[src/rtl/prio_intc_pkg.sv]
package prio_intc_pkg;

  typedef enum logic [2:0] {
    OP_ROT_AE_CLR = 3'b000,
    OP_EOI_NS     = 3'b001,
    OP_NOP        = 3'b010,
    OP_EOI_SP     = 3'b011,
    OP_ROT_AE_SET = 3'b100,
    OP_ROT_NS     = 3'b101,
    OP_SET_PRIO   = 3'b110,
    OP_ROT_SP     = 3'b111
  } eoi_op_e;

  typedef struct packed {
    logic    mask_we;
    logic    op_we;
    eoi_op_e op;
    logic [2:0] lvl;
    logic    smm_set;
    logic    smm_clr;
    logic    poll_set;
    logic    sel_we;
    logic    sel_isr;
  } cmd_t;

endpackage

[src/rtl/prio_pick.sv]
// Rank of the highest-priority set bit; rank 0 is level low_i+1, N_LVL means none.
module prio_pick #(
  parameter  int unsigned N_LVL = 8,
  localparam int unsigned LVL_W = $clog2(N_LVL)
) (
  input  logic [N_LVL-1:0] vec_i,
  input  logic [LVL_W-1:0] low_i,
  output logic [LVL_W:0]   rank_o
);

  logic [N_LVL-1:0] rot;

  for (genvar g = 0; g < N_LVL; g++) begin : g_rot
    logic [LVL_W-1:0] idx;
    assign idx    = LVL_W'((32'(low_i) + 32'(g) + 32'd1) % N_LVL);
    assign rot[g] = vec_i[idx];
  end

  always_comb begin
    rank_o = (LVL_W+1)'(N_LVL);
    for (int r = N_LVL - 1; r >= 0; r--) begin
      if (rot[r]) rank_o = (LVL_W+1)'(r);
    end
  end

endmodule

[src/rtl/intc_cmd_dec.sv]
module intc_cmd_dec
  import prio_intc_pkg::*;
(
  input  logic       wr_en_i,
  input  logic       addr_i,
  input  logic [7:0] wdata_i,
  output cmd_t       cmd_o
);

  always_comb begin
    cmd_o     = '0;
    cmd_o.op  = eoi_op_e'(wdata_i[7:5]);
    cmd_o.lvl = wdata_i[2:0];
    if (wr_en_i) begin
      if (addr_i) begin
        cmd_o.mask_we = 1'b1;
      end else if (wdata_i[4:3] == 2'b00) begin
        cmd_o.op_we = 1'b1;
      end else if (wdata_i[4:3] == 2'b01) begin
        cmd_o.smm_set  = (wdata_i[6:5] == 2'b11);
        cmd_o.smm_clr  = (wdata_i[6:5] == 2'b10);
        cmd_o.poll_set = wdata_i[2];
        cmd_o.sel_we   = wdata_i[1];
        cmd_o.sel_isr  = wdata_i[0];
      end
    end
  end

endmodule

[src/rtl/intc_ack_seq.sv]
module intc_ack_seq #(
  parameter int unsigned LVL_W = 3
) (
  input  logic             clk_i,
  input  logic             rst_ni,
  input  logic             ack_i,
  input  logic             hit_i,
  input  logic [LVL_W-1:0] lvl_i,
  output logic             phase_o,
  output logic             grant_o,
  output logic             done_o,
  output logic [LVL_W-1:0] lat_o,
  output logic             vec_valid_o
);

  logic             ph_q, hit_q;
  logic [LVL_W-1:0] lat_q;

  always_ff @(posedge clk_i or negedge rst_ni) begin
    if (!rst_ni) begin
      ph_q  <= 1'b0;
      hit_q <= 1'b0;
      lat_q <= '1;
    end else if (ack_i) begin
      ph_q <= ~ph_q;
      if (!ph_q) begin
        lat_q <= hit_i ? lvl_i : '1;  // spurious -> lowest level code
        hit_q <= hit_i;
      end
    end
  end

  assign phase_o     = ph_q;
  assign grant_o     = ack_i & ~ph_q & hit_i;
  assign done_o      = ack_i & ph_q & hit_q;
  assign vec_valid_o = ack_i & ph_q;
  assign lat_o       = lat_q;

endmodule

[src/rtl/prio_intc.sv]
module prio_intc
  import prio_intc_pkg::*;
#(
  parameter  int unsigned N_LVL    = 8,
  parameter  bit          AUTO_EOI = 1'b0,
  localparam int unsigned LVL_W    = $clog2(N_LVL)
) (
  input  logic             clk_i,
  input  logic             rst_ni,
  input  logic [N_LVL-1:0] irq_req_i,
  input  logic             wr_en_i,
  input  logic             addr_i,
  input  logic [7:0]       wdata_i,
  input  logic             rd_en_i,
  output logic [7:0]       rdata_o,
  input  logic             ack_i,
  output logic             int_o,
  output logic [LVL_W-1:0] vec_o,
  output logic             vec_valid_o
);

  localparam logic [LVL_W:0] RANK_NONE = (LVL_W+1)'(N_LVL);

  function automatic logic [N_LVL-1:0] bit_of(input logic [LVL_W-1:0] l);
    bit_of    = '0;
    bit_of[l] = 1'b1;
  endfunction

  function automatic logic [LVL_W-1:0] rank2lvl(input logic [LVL_W:0] rk,
                                                input logic [LVL_W-1:0] low);
    return LVL_W'((32'(low) + 32'(rk) + 32'd1) % N_LVL);
  endfunction

  logic [N_LVL-1:0] irr_q, isr_q, imr_q;
  logic [LVL_W-1:0] low_q;
  logic             smm_q, sel_isr_q, poll_q, rae_q;

  cmd_t cmd;

  intc_cmd_dec u_dec (
    .wr_en_i (wr_en_i),
    .addr_i  (addr_i),
    .wdata_i (wdata_i),
    .cmd_o   (cmd)
  );

  // Resolution
  logic [N_LVL-1:0] pend, blk;
  logic [LVL_W:0]   req_rk, blk_rk, top_rk;
  logic             win_hit, top_hit;
  logic [LVL_W-1:0] win_lvl, top_lvl;

  assign pend = irr_q & ~imr_q;
  assign blk  = smm_q ? (isr_q & ~imr_q) : isr_q;

  prio_pick #(.N_LVL(N_LVL)) u_req (.vec_i(pend),  .low_i(low_q), .rank_o(req_rk));
  prio_pick #(.N_LVL(N_LVL)) u_blk (.vec_i(blk),   .low_i(low_q), .rank_o(blk_rk));
  prio_pick #(.N_LVL(N_LVL)) u_top (.vec_i(isr_q), .low_i(low_q), .rank_o(top_rk));

  assign win_hit = req_rk < blk_rk;
  assign win_lvl = rank2lvl(req_rk, low_q);
  assign top_hit = top_rk != RANK_NONE;
  assign top_lvl = rank2lvl(top_rk, low_q);

  // Acknowledge
  logic             grant, done, ack_ph;
  logic [LVL_W-1:0] lat_lvl;

  intc_ack_seq #(.LVL_W(LVL_W)) u_ack (
    .clk_i       (clk_i),
    .rst_ni      (rst_ni),
    .ack_i       (ack_i),
    .hit_i       (win_hit),
    .lvl_i       (win_lvl),
    .phase_o     (ack_ph),
    .grant_o     (grant),
    .done_o      (done),
    .lat_o       (lat_lvl),
    .vec_valid_o (vec_valid_o)
  );

  logic             poll_rd, aeoi_fire;
  logic [N_LVL-1:0] take, ae_clr, eoi_clr;
  logic             rot_we;
  logic [LVL_W-1:0] rot_lvl;

  assign poll_rd   = rd_en_i & poll_q;
  assign take      = ((grant || (poll_rd && win_hit)) ? bit_of(win_lvl) : '0);
  assign aeoi_fire = AUTO_EOI & done;
  assign ae_clr    = aeoi_fire ? bit_of(lat_lvl) : '0;

  always_comb begin
    eoi_clr = '0;
    rot_we  = 1'b0;
    rot_lvl = cmd.lvl[LVL_W-1:0];
    if (cmd.op_we) begin
      unique case (cmd.op)
        OP_EOI_NS: if (top_hit) eoi_clr = bit_of(top_lvl);
        OP_ROT_NS: if (top_hit) begin
          eoi_clr = bit_of(top_lvl);
          rot_we  = 1'b1;
          rot_lvl = top_lvl;
        end
        OP_EOI_SP: eoi_clr = bit_of(cmd.lvl[LVL_W-1:0]);
        OP_ROT_SP: begin
          eoi_clr = bit_of(cmd.lvl[LVL_W-1:0]);
          rot_we  = 1'b1;
        end
        OP_SET_PRIO: rot_we = 1'b1;
        default: ;
      endcase
    end
  end

  always_ff @(posedge clk_i or negedge rst_ni) begin
    if (!rst_ni) begin
      irr_q     <= '0;
      isr_q     <= '0;
      imr_q     <= '0;
      low_q     <= LVL_W'(N_LVL - 1);
      smm_q     <= 1'b0;
      sel_isr_q <= 1'b0;
      poll_q    <= 1'b0;
      rae_q     <= 1'b0;
    end else begin
      irr_q <= irq_req_i & ~take;
      isr_q <= (isr_q & ~(eoi_clr | ae_clr)) | take;  // grant wins over clear
      if (cmd.mask_we) imr_q <= wdata_i[N_LVL-1:0];
      if (rot_we)                     low_q <= rot_lvl;
      else if (aeoi_fire && rae_q)    low_q <= lat_lvl;
      if (cmd.smm_set)      smm_q <= 1'b1;
      else if (cmd.smm_clr) smm_q <= 1'b0;
      if (cmd.sel_we) sel_isr_q <= cmd.sel_isr;
      if (cmd.poll_set)  poll_q <= 1'b1;
      else if (poll_rd)  poll_q <= 1'b0;
      if (cmd.op_we && cmd.op == OP_ROT_AE_SET)      rae_q <= 1'b1;
      else if (cmd.op_we && cmd.op == OP_ROT_AE_CLR) rae_q <= 1'b0;
    end
  end

  always_comb begin
    rdata_o = '0;
    if (poll_q) begin
      rdata_o[7] = win_hit;
      if (win_hit) rdata_o[LVL_W-1:0] = win_lvl;
    end else if (addr_i) begin
      rdata_o[N_LVL-1:0] = imr_q;
    end else begin
      rdata_o[N_LVL-1:0] = sel_isr_q ? isr_q : irr_q;
    end
  end

  assign int_o = win_hit;
  assign vec_o = lat_lvl;

endmodule

[config.mk]
export PLATFORM = sky130hd
export DESIGN_NAME = prio_intc
export DESIGN_NICKNAME = d
export VERILOG_FILES = /design/src/rtl/prio_intc_pkg.sv /design/src/rtl/prio_pick.sv /design/src/rtl/intc_cmd_dec.sv /design/src/rtl/intc_ack_seq.sv /design/src/rtl/prio_intc.sv
export SDC_FILE = /design/constraint.sdc
export NUM_CORES = 1
export LEC_CHECK = 0
export BUFFER_PORTS_ARGS = -buffer_cell sky130_fd_sc_hd__buf_4
export CORE_MARGIN = 1
export CORE_UTILIZATION = 61
export CTS_CLUSTER_DIAMETER = 40
export CTS_CLUSTER_SIZE = 30
export DETAILED_ROUTE_END_ITERATION = 7
export GPL_ROUTABILITY_DRIVEN = 0
export PLACE_DENSITY = 0.81
export REMOVE_ABC_BUFFERS = 1
export SLEW_MARGIN = 20
export SYNTH_ARGS = -nofsm -noshare
export SYNTH_HDL_FRONTEND = slang
export SYNTH_SLANG_ARGS = --single-unit
export TNS_END_PERCENT = 30
[constraint.sdc]
create_clock -name clk_i -period 5.5 [get_ports clk_i]
set_clock_uncertainty 0.1 [all_clocks]
set_input_delay 0.55 -clock clk_i [delete_from_list [all_inputs] [get_ports clk_i]]
set_output_delay 0.55 -clock clk_i [all_outputs]
set_load 0.1 [all_outputs]
**Word-level counts from Yosys, hierarchy flattened**

Cells that the tools add are included.

- Bits in latches: 0
- Bits in writable memories: 0
- Flip-flop bits (word level): 34
- Memories kept: 0
- Input bits: 22
- Logic and storage cells: 184
- Bits in read-only memories: 0
- Output and inout port bits: 13

- $lt $le $gt $ge: 15
- $mul: 0
- Mux-type cells: 108
- Shifts and indexed selects: 0
- Equal/unequal tests: 9
- Bitwise logic cells: 13
- Div/mod/pow operators: 0
- Add/sub/neg operators: 18
- Reductions and logical operators: 12

Operator list:

| operator | count |
|---|---|
| 4-bit 2-to-1 mux | 25 |
| 1-bit binary-select mux with 3-bit select | 24 |
| 8-bit 2-to-1 mux | 6 |
| 3-bit by 4-bit < comparator with 1-bit output, second input constant | 11 |
| 1-bit 2-to-1 mux | 37 |
| 8-bit AND | 4 |
| 3-bit by 1-bit adder with 3-bit output, second input constant | 10 |
| 8-bit inverter | 3 |
| 5-bit 2-to-1 mux | 4 |
| 3-bit 2-to-1 mux | 6 |
| 8-bit case mux with 2 select lines | 1 |
| 3-bit adder, second input constant | 4 |
| 1-bit demux with 3-bit select | 3 |
| 3-bit equality test, second input constant | 3 |
| 3-bit by 1-bit greater-or-equal comparator with 1-bit output, second input constant | 3 |
| 8-bit bitwise OR | 1 |
| 3-bit by 2-bit adder with 3-bit output, second input constant | 2 |
| 3-bit adder | 2 |
| 2-bit OR reduction | 3 |
| 1-bit AND | 4 |
| 2-bit equality test, second input constant | 2 |
| 1-bit logical AND | 4 |
| 4-bit < comparator | 1 |
| 4-bit != test, second input constant | 1 |
| 10 further kinds | 11 |

**Depth between registers and ports, before layout**

Gate-level depths: netlist (run 1).

- Depth in word-level cells: 24
- Depth in mapped cells: 19
- Gate-level depth less buffers: 16

**Hierarchy**

Synthesis (run 1) repeated with hierarchy kept, for this count alone.

- Cells, all modules: 439
- Area, all modules: 4461.8 µm²

By module, submodules not included:

| module | sequential area each (µm²) | cells an instance | instances | area each (µm²) |
|---|---|---|---|---|
| prio_pick | 0.0 | 72 | 3 | 738.2 |
| prio_intc | 754.5 | 192 | 1 | 1883.1 |
| intc_ack_seq | 128.9 | 17 | 1 | 252.7 |
| intc_cmd_dec | 0.0 | 14 | 1 | 111.4 |

**Least setup slack after synthesis (run 1)**

Ideal clock, no wire load.

- Kind: register to output
- From: reg low_q[0]
- To: out rdata_o[2]
- Path buffers: 3
- Arrival time: 6.359 ns
- Stages on the path, launching flop included: 15
- Path slack: -1.509 ns
- Required time: 4.850 ns
- Cells stage by stage: dfstp_2 buf_4 inv_2 buf_6 ha_1 xor2_1 mux4_2 nor4_4 nor3_4 ha_1 a21o_1 a21oi_1 dlygate4sd3_1 nand2_1 o32ai_1

- Longest elaborated chain between the ends: 16
- Elaborated cells between the ends (all ways): 67
- Those cells by class: add/sub: 16; order compare: 1; mux: 50

Ends and longest elaborated chain:

| what | RTL line | text |
|---|---|---|
| start: declaration | prio_intc.sv:35 | `logic [LVL_W-1:0] low_q;` |
| start signal: assignment | prio_intc.sv:120 | `low_q <= LVL_W'(N_LVL - 1);` |
| start signal: assignment | prio_intc.sv:129 | `if (rot_we) low_q <= rot_lvl;` |
| start signal: assignment | prio_intc.sv:130 | `else if (aeoi_fire && rae_q) low_q <= lat_lvl;` |
| 3-bit adder | prio_pick.sv:15 | `assign idx = LVL_W'((32'(low_i) + 32'(g) + 32'd1) % N_LVL);` |
| 3-bit by 1-bit adder with 3-bit output | prio_pick.sv:15 |  |
| 1-bit binary-select mux with 3-bit select | prio_pick.sv:16 | `assign rot[g] = vec_i[idx];` |
| 1-bit 2-to-1 mux (not written as such) | prio_pick.sv:16 |  |
| 4-bit 2-to-1 mux (8 in a row) | prio_pick.sv:22 | `if (rot[r]) rank_o = (LVL_W+1)'(r);` |
| 3-bit adder | prio_intc.sv:31 | `return LVL_W'((32'(low) + 32'(rk) + 32'd1) % N_LVL);` |
| 3-bit by 1-bit adder with 3-bit output | prio_intc.sv:31 |  |
| 3-bit 2-to-1 mux * | prio_intc.sv:145 | `if (win_hit) rdata_o[LVL_W-1:0] = win_lvl;` |
| 3-bit 2-to-1 mux * | prio_intc.sv:143 | `if (poll_q) begin` |
| end: declaration | prio_intc.sv:15 | `output logic [7:0] rdata_o,` |

Mark *: on every way between the ends. The rest lies on a longest branch, timed or not. The select of a mux whose other input is x is not followed.

**Final worst setup path (run 1)**

- From: reg low_q[1]
- To: out rdata_o[2]

The elaborated chain is that of the path after synthesis.

==> flow_summary.toml, run 1 <==
[detailed_routing]
vias_per_cell = 7.15
drc = 0
drt_pass1_iterations = 5
drtAntennaViolNets = 0
drtIter0Drc = 432
wl_per_cell_um = 21.5
wl_um = 10400
vias = 3455

[cells_and_area]
n_fill_cell = 445
drive_gt1_share_pct = 27.5
area_growth_pct = 10.4
nets = 439
antenna_cells = 0

[setup_path]
crit_buf_inv = 4
path_max_fanout = 9
crit_path_end = "rdata_o[2]"
max_stage_delay_ns = 0.62
worstSetupStartpoint = "low_q[1]"
crit_top_cell = "inv_1"
crit_type = "register to output port"
required_ns = 4.85
path_cells = "inv_1, ha_1, xnor2_2, mux4_2, a21boi_2, o32ai_2, inv_1, ha_1, inv_1, fa_1, xor2_1, xnor2_2, o32ai_1, buf_4"
cp.arrival_ns = 4.60
ff2ff_setup_slack_ns = 0.83
cpMaxStageDelayCell = "dfstp_2"
critical_path.top_delay_family = "XOR/XNOR gates"
reg2reg_depth = 15
worst_r2r_startpoint = "low_q[1]"
cp.depth = 14
startpoint_type = "register"
r2r-end = "isr_q[2]"
crit_path_end_kind = "output port"

[synth]
yosys_warnings = 0
synth_cells = 379
synth_seq_cells = 34
synth_area_leaders = "dfrtp_1 (18%), mux4_2 (16%), mux2i_1 (7.7%)"
ys_seq_area_share_pct = 22.1
yosysUniqueCellTypes = 76
syn_area_um2 = 3880
synth-xor-area-share_pct = 3.94
synthFlopType = "dfrtp_1"
synthSimpleGateAreaFrac_pct = 17.7
yosysTopAreaCell = "dfrtp_1"
synthMuxAreaShare_pct = 30.0
yosys-top-cells-count = "nand2_1 (31), nor2_1 (31), mux2i_1 (30), dfrtp_1 (28), mux4_2 (27)"
async_flop_share_pct = 100
avgSynthCellArea_um2 = 10.2
synth_top_family_by_area = "multiplexers"
synthAdderAreaFrac_pct = 3.61
yosys.area.top_type_share_pct = 18.1
synth_compound_area_share_pct = 17.9
synth_edf_count = 0

[timing]
hold_viol_final = 0
maxSlewHeadroom_pct = 34.8
tightest_slew_ns = 0.964
setup_violations = 0
fmax_ghz = 0.191
rsz0062_at_grt = "no"
period_minus_slack_ns = 5.25
maxSlewViolCount = 0
min_period_over_period_pct = 95.4
whs_ns = 0.0844

[floorplan]
core_area_um2 = 6030
start_util_pct = 64.3
dieArea_um2 = 6680
die_h_um = 81.7
dieWidth_um = 81.7
io_pins = 35
std_cell_rows = 28

[global_route]
gr-total-overflow = 0
grt_max_degree = 35
grtUsageTotal_pct = 32.9
grt_pass1_wl_um = 16200
grt_pass1_vias = 3218
antenna_found_initial = 0

[cts]
hold_buffers = 0
cts_buffers = 5
clock_path_buffers = 2
cts_max_level = 2
clock_sinks = 34
clk_latency_ns = 0.30
tritoncts = "built"
cts_root_buf = "clkbuf_8"
clk_pin_slew_ns = 0.08

[job]
maxCapViolCount = 0

[placed_design]
hpwl_um = 7830
io_buffer_count = 34

[worst_hold_path]
hold_path_class = "input port to asynchronous set/reset pin"

[outcome]
status = "complete, no violations"
==> how the worst min path moves through the flow <==
stage	endpoint	slack, ns	from
final	isr_q[2]	0.08	rst_ni
after global routing	imr_q[4]	0.12	rst_ni
after CTS	isr_q[2]	0.1	rst_ni
after detailed placement	u_ack.phase_o	0.38	u_ack.phase_o
after global placement	u_ack.phase_o	0.37	u_ack.phase_o
after floorplan	imr_q[0]	0.15	rst_ni
==> kinds of logic after synthesis <==
kind of cell / count (synthesis)
AND/OR/NAND/NOR: 127
AO/OA/AOI/OAI: 93
XOR/XNOR: 11
buffers and inverters: 30
adder cells (fa/ha/maj): 10
multiplexers: 74
flip-flops: 34
==> state kept, by name (all words and copies together), names as in the netlist <==
register,count
imr_q,8
irr_q,8
isr_q,8
low_q,3
poll_q,1
sel_isr_q,1
smm_q,1
u_ack.lat_o,3
u_ack.phase_o,1
==> metal layers <==
layer / global-route usage, % / part of all wire (%) / vias up
met3: 3.67 / 8.5 / 39
met5: 0 / 0 / -
li1: - / - / 1538
met4: 16.8 / 4.0 / 0
met1: 43.0 / 39 / 1669
met2: 53.9 / 48 / 209
==> stage by stage <==
step / std cells / utilization, % / setup WS [ns] / cell area, µm² / setup TNS, ns
3_5_place_dp: 475 / 68.6 / 0.434 / 4130 / 0
2_1_floorplan: 359 / - / -1.83 / 3730 / -5.43
5_1_grt: 483 / 71.0 / 0.00744 / 4280 / 0
4_1_cts: 483 / 70.9 / 0.103 / 4270 / 0
6_report: 483 / 71.0 / 0.251 / 4280 / 0
3_3_place_gp: 475 / 68.6 / 0.612 / 4130 / 0
==> cell usage in the layout (no fill, tap or decap), types with 3 or more instances in the layout <==
cell / count
o31ai_1: 10
a21boi_0: 8
a22oi_1: 5
o31a_1: 8
nand3_1: 8
nand3b_1: 3
o21ai_0: 7
a21oi_1: 17
xor2_2: 3
nor2b_1: 7
clkbuf_8: 5
inv_1: 7
dfrtp_1: 28
ha_1: 8
or2_1: 3
o22ai_1: 4
xor2_1: 3
dfstp_2: 6
and2b_1: 8
nor2_1: 31
mux4_1: 4
buf_4: 41
xnor2_2: 3
or4_1: 3
mux4_2: 27
nand2_1: 31
mux2_2: 11
o221ai_1: 8
a221oi_1: 6
nor3_1: 3
nand2b_1: 10
nor4_1: 5
mux2i_1: 30
==> final cells by class <==
cell class / instances / area, µm² / area share, %
clock buffer: 5 / 68.8 / 1.61
clock inverter: 3 / 68.8 / 1.61
inverter: 10 / 37.5 / 0.877
multi-input combinational: 315 / 2840 / 66.5
sequential: 34 / 858 / 20.1
tap: 75 / 93.8 / 2.19
timing repair buffer: 41 / 308 / 7.19
==> timing repair <==
item,in CTS,in global routing
setup buffers,0,0
gates resized for setup,0,1
setup endpoints to repair,0,1
Power of run 1 is not shown: default switching activity piles up to over one toggle a cycle in this logic, so the estimate is an artifact.
==> run 2: changes to the inputs <==
--- a/config.mk
+++ b/config.mk
@@ -7,15 +7,16 @@
 export LEC_CHECK = 0
 export BUFFER_PORTS_ARGS = -buffer_cell sky130_fd_sc_hd__buf_4
 export CORE_MARGIN = 1
-export CORE_UTILIZATION = 61
+export CORE_UTILIZATION = 62
 export CTS_CLUSTER_DIAMETER = 40
 export CTS_CLUSTER_SIZE = 30
 export DETAILED_ROUTE_END_ITERATION = 7
 export GPL_ROUTABILITY_DRIVEN = 0
-export PLACE_DENSITY = 0.81
+export PLACE_DENSITY = 0.82
 export REMOVE_ABC_BUFFERS = 1
 export SLEW_MARGIN = 20
 export SYNTH_ARGS = -nofsm -noshare
 export SYNTH_HDL_FRONTEND = slang
+export SYNTH_HIERARCHICAL = 1
 export SYNTH_SLANG_ARGS = --single-unit
 export TNS_END_PERCENT = 30
==> run 2 against run 1 <==
Compared with the run above:
- final area rose by 16%
- clock-buffer cell count is the same
- first-iteration DRC count is 43% lower
- core utilization increased by 1.9 points
- synthesized area grew 14%
- cell count is 18% higher
- critical path type unchanged
==> flow_summary.toml, run 2 <==
[cells_and_area]
n_fill_cell = 496
antenna_cells = 0
instances_no_fill = 569
most-common-layout-cells = "buf_4 (53), mux2i_1 (29), dfrtp_1 (28), inv_1 (24), nor2_1 (22)"
drive_gt1_share_pct = 28.3
fin_area_um2 = 4980
layout_commonest_cell = "buf_4"
nets = 510
reg_top3 = "imr_q x8, irr_q x8, isr_q x8"
area_growth_pct = 12.9

[cts]
cts_buffers = 5
hold_buffers = 0
clk_pin_slew_ns = 0.07
tritoncts = "built"
cts_max_level = 2
clk_latency_ns = 0.29
cts_root_buf = "clkbuf_8"
clock_sinks = 34
clock_path_buffers = 2

[timing]
period_minus_slack_ns = 5.36
setup_violations = 0
min_period_over_period_pct = 97.4
hold_viol_final = 0
maxSlewHeadroom_pct = 38.6
setup_ws_ns = 0.144
maxSlewViolCount = 0
tightest_slew_ns = 0.913
fmax_ghz = 0.187

[job]
maxCapViolCount = 0

[synth]
syn_area_um2 = 4410
synth_cells = 436
yosys_warnings = 6
avgSynthCellArea_um2 = 10.1

[global_route]
gr-usage-met2_pct = 53.0
grt_util_met3_pct = 4.00
busiest_layer = "met2"
grtUsageTotal_pct = 32.6
grt_max_degree = 39
use_met1_pct = 46.0
antenna_found_initial = 0
grt_pass1_vias = 3745
grt_pass1_wl_um = 18700
gr-total-overflow = 0

[setup_path]
cp.arrival_ns = 4.71
crit_path_end_kind = "output port"
ff2ff_setup_slack_ns = 0.40
required_ns = 4.85
crit_type = "register to output port"
startpoint_type = "register"
path_max_fanout = 12

[detailed_routing]
vias = 3985
drtAntennaViolNets = 0
wl_um = 12000
vias_per_cell = 7.00
drt_pass1_iterations = 6
drtIter0Drc = 245
drc = 0
wl_per_cell_um = 21.0

[floorplan]
start_util_pct = 64.6
die_h_um = 86.4
std_cell_rows = 30
io_pins = 35
core_area_um2 = 6830
dieWidth_um = 86.4
dieArea_um2 = 7460

[placed_design]
placed_area_um2 = 4750
io_buffer_count = 34
dp_cells = 556
dp_slack_ns = 0.128
hpwl_um = 8730

[worst_hold_path]
hold_path_class = "input port to asynchronous set/reset pin"

[outcome]
status = "complete, no violations"
[run 2: area by class of cell]
class	instances	area (µm²)	area share [%]
multi-input combinational	351	3340	67.1
sequential	34	858	17.2
timing repair buffer	56	434	8.71
tap	96	120	2.41
inverter	24	90.1	1.81
clock buffer	5	68.8	1.38
clock inverter	3	68.8	1.38
[run 2: metal layers]
layer  up-vias  part of all wire (%)  wire length (µm)
li1       1769                     -                 -
met1      1951                    41              4900
met2       223                    48              5730
met3        42                   8.5              1020
met4         0                   2.6               311
met5         -                     0                 0
[run 2: timing repair]
| action | in CTS | in global routing |
|---|---|---|
| buffers inserted | 0 | 5 |
| gates resized for setup | 2 | 10 |
| setup endpoints to repair | 3 | 5 |
| pin swaps | 0 | 1 |
[run 2: stage by stage]
| stage | TNS, ns | util (%) | hold slack [ns] |
|---|---|---|---|
| global route | -0.0715 | 72.9 | 0.119 |
| finish | 0 | 72.9 | 0.0953 |
| floorplan | -3.78 | - | 0.154 |
| CTS | 0 | 71.7 | 0.104 |
| detailed placement | 0 | 69.5 | 0.419 |
| global placement | 0 | 69.5 | 0.420 |
[run 2: final timing paths]
| path | from | end | cells past startpoint |
|---|---|---|---|
| worst max-delay path | low_q[1] | rdata_o[2] | 16 |
| min in group clk_i | ack_i | u_ack/phase_o | 2 |
| worst max register to register | low_q[1] | isr_q[5] | 15 |
| worst min-delay path | rst_ni | isr_q[4] | 1 |
| worst min register to register | u_ack/phase_o | u_ack/phase_o | 1 |
| max in group asynchronous | rst_ni | low_q[1] | 1 |
[run 2: critical path, stage by stage (launching register included)]
cell      delay (ns)
dfstp_2         0.60
inv_1           0.11
ha_4            0.38
mux2_1          0.38
mux4_2          0.53
o21bai_1        0.24
nor4_1          0.09
a211oi_2        0.31
inv_1           0.08
ha_1            0.20
fa_1            0.44
xor2_2          0.18
xnor2_1         0.16
buf_4           0.16
o211ai_1        0.08
o21ai_0         0.14
clkbuf_8        0.30
Power of run 2 is left out for the same reason.
==> run 3: changes to the inputs <==
--- a/config.mk
+++ b/config.mk
@@ -7,12 +7,13 @@
 export LEC_CHECK = 0
 export BUFFER_PORTS_ARGS = -buffer_cell sky130_fd_sc_hd__buf_4
 export CORE_MARGIN = 1
-export CORE_UTILIZATION = 62
+export CORE_UTILIZATION = 65
 export CTS_CLUSTER_DIAMETER = 40
 export CTS_CLUSTER_SIZE = 30
 export DETAILED_ROUTE_END_ITERATION = 7
 export GPL_ROUTABILITY_DRIVEN = 0
-export PLACE_DENSITY = 0.82
+export PLACE_DENSITY = 0.85
+export RECOVER_POWER = 25
 export REMOVE_ABC_BUFFERS = 1
 export SLEW_MARGIN = 20
 export SYNTH_ARGS = -nofsm -noshare
==> constraint.sdc (replaced) <==
create_clock -name clk_i -period 6.7 [get_ports clk_i]
set_clock_uncertainty 0.1 [all_clocks]
set_input_delay 0.67 -clock clk_i [delete_from_list [all_inputs] [get_ports clk_i]]
set_output_delay 0.67 -clock clk_i [all_outputs]
set_load 0.1 [all_outputs]
==> run 3 against run 2 <==
Compared with the run above:
- the flow now finishes with violations (DRC, capacitance limit, slew limit)
- sequential cell count stayed put
- die area is 4.5% lower
- cell count is 6.7% lower
- critical path depth is 1 lower
- non-clock buffer count is 19 lower
==> flow_summary.toml, run 3 (synthesis results as in run 2) <==
[timing]
rsz0062_at_grt = "no"
setup_violations = 0
hold_viol_final = 0
period_minus_slack_ns = 6.10
maxSlewViolCount = 35
tightest_slew_ns = 1.76
min_period_over_period_pct = 91.1
fmax_ghz = 0.164
maxSlewHeadroom_pct = -17.4
finalSetupTns_ns = 0

[cts]
cts_buffers = 5
cts_root_buf = "clkbuf_8"
post_cts_buffers = 0
cts_resized = 0
clk_latency_ns = 0.30
clock_sinks = 34
hold_buffers = 0
clk_pin_slew_ns = 0.08
cts_max_level = 2
clock_path_buffers = 2
tritoncts = "built"

[placed_design]
io_buffer_count = 34
dp_cells = 523
hpwl_um = 8370

[detailed_routing]
wl_per_cell_um = 21.3
vias = 3803
drtAntennaViolNets = 0
drtIter0Drc = 285
wl_um = 11300
drt_pass1_iterations = 8
vias_per_cell = 7.16
drc = 1

[setup_path]
crit_path_end_kind = "output port"
required_ns = 5.93
reg2reg_depth = 15
worst_r2r_startpoint = "low_q[0]"
cp.arrival_ns = 5.33
crit_type = "register to output port"
critical_path.top_delay_family = "adder cells"
ff2ff_setup_slack_ns = 1.05
max_stage_delay_ns = 0.86
path_cells = "inv_1, ha_1, mux2_1, mux4_2, a41oi_1, o21ai_0, a211oi_1, inv_1, ha_1, fa_1, xor2_1, xnor2_1, o211ai_1, o21ai_0, buf_4"
startpoint_type = "register"
cpMaxStageDelayCell = "dfstp_2"
path_max_fanout = 29
r2r-end = "isr_q[0]"
crit_buf_inv = 3

[floorplan]
dieArea_um2 = 7130
dieWidth_um = 84.4
start_util_pct = 68.3
core_area_um2 = 6460
io_pins = 35
std_cell_rows = 29
die_h_um = 84.4

[worst_hold_path]
hp-start = "u_ack/phase_o"
holdPathEnd = "u_ack/phase_o"
hold_depth = 1
hold_path_class = "register to register"

[cells_and_area]
area_growth_pct = 6.66
drive_gt1_share_pct = 23.6
most-common-layout-cells = "buf_4 (36), mux2i_1 (29), dfrtp_1 (28), inv_1 (24), nor2_1 (22)"
nets = 491
instances_no_fill = 531
antenna_cells = 0
reg_top3 = "imr_q x8, irr_q x8, isr_q x8"
layout_commonest_cell = "buf_4"

[global_route]
grtUsageTotal_pct = 33.0
antenna_found_initial = 0
grt_pass1_wl_um = 18400
grt_pass1_vias = 3721
gr-total-overflow = 0
grt_max_degree = 36

[outcome]
violations = "DRC, capacitance limit, slew limit"
status = "finished with violations"

[job]
maxCapViolCount = 1
-- run 3: metal layers --
layer,part of all wire (%),global-route usage (%)
met1,41,44.6
met2,49,53.9
met3,7.9,5.11
met4,2.0,12.6
met5,0,0
-- run 3: worst max path at each step --
stage	start	end	slack (ns)	cells after the start
3_3_place_gp	low_q[0]	rdata_o[2]	1.13	15
3_5_place_dp	low_q[0]	rdata_o[2]	0.96	15
5_1_grt	low_q[0]	rdata_o[2]	0.07	15
2_1_floorplan	low_q[0]	rdata_o[0]	0.17	12
6_report	low_q[0]	rdata_o[2]	0.60	15
4_1_cts	low_q[0]	rdata_o[2]	0.62	15
-- run 3: worst register-to-register path, cell delays in order (launching register included) --
cell and delay [ns]:
dfstp_2 0.86, inv_1 0.18, ha_1 0.70, mux4_2 0.61, or3_1 0.32, o311ai_1 0.09, o31ai_1 0.19, a221oi_1 0.24
inv_1 0.11, ha_1 0.28, a31oi_1 0.18, or2_2 0.40, and2_2 0.20, a32o_1 0.21, a31oi_1 0.61, o22ai_1 0.20
-- run 3: layout make-up --
cell class	count	area, µm²
timing repair buffer	37	274
inverter	24	90.1
tap	77	96.3
multi-input combinational	351	3300
fill	454	1750
sequential	34	858
clock inverter	3	21.3
clock buffer	5	68.8
-- run 3: per-stage QoR --
stage / worst slack [ns] / instance area (µm²) / hold slack (ns) / utilization [%]
after floorplan: 0.166 / 4250 / 0.274 / -
after global placement: 1.13 / 4620 / 0.421 / 71.6
after detailed placement: 0.962 / 4620 / 0.443 / 71.6
after CTS: 0.616 / 4710 / 0.209 / 73.0
after global routing: 0.0726 / 4710 / 0.465 / 72.9
final: 0.598 / 4710 / 0.458 / 72.9
Power of run 3 is left out for the same reason.
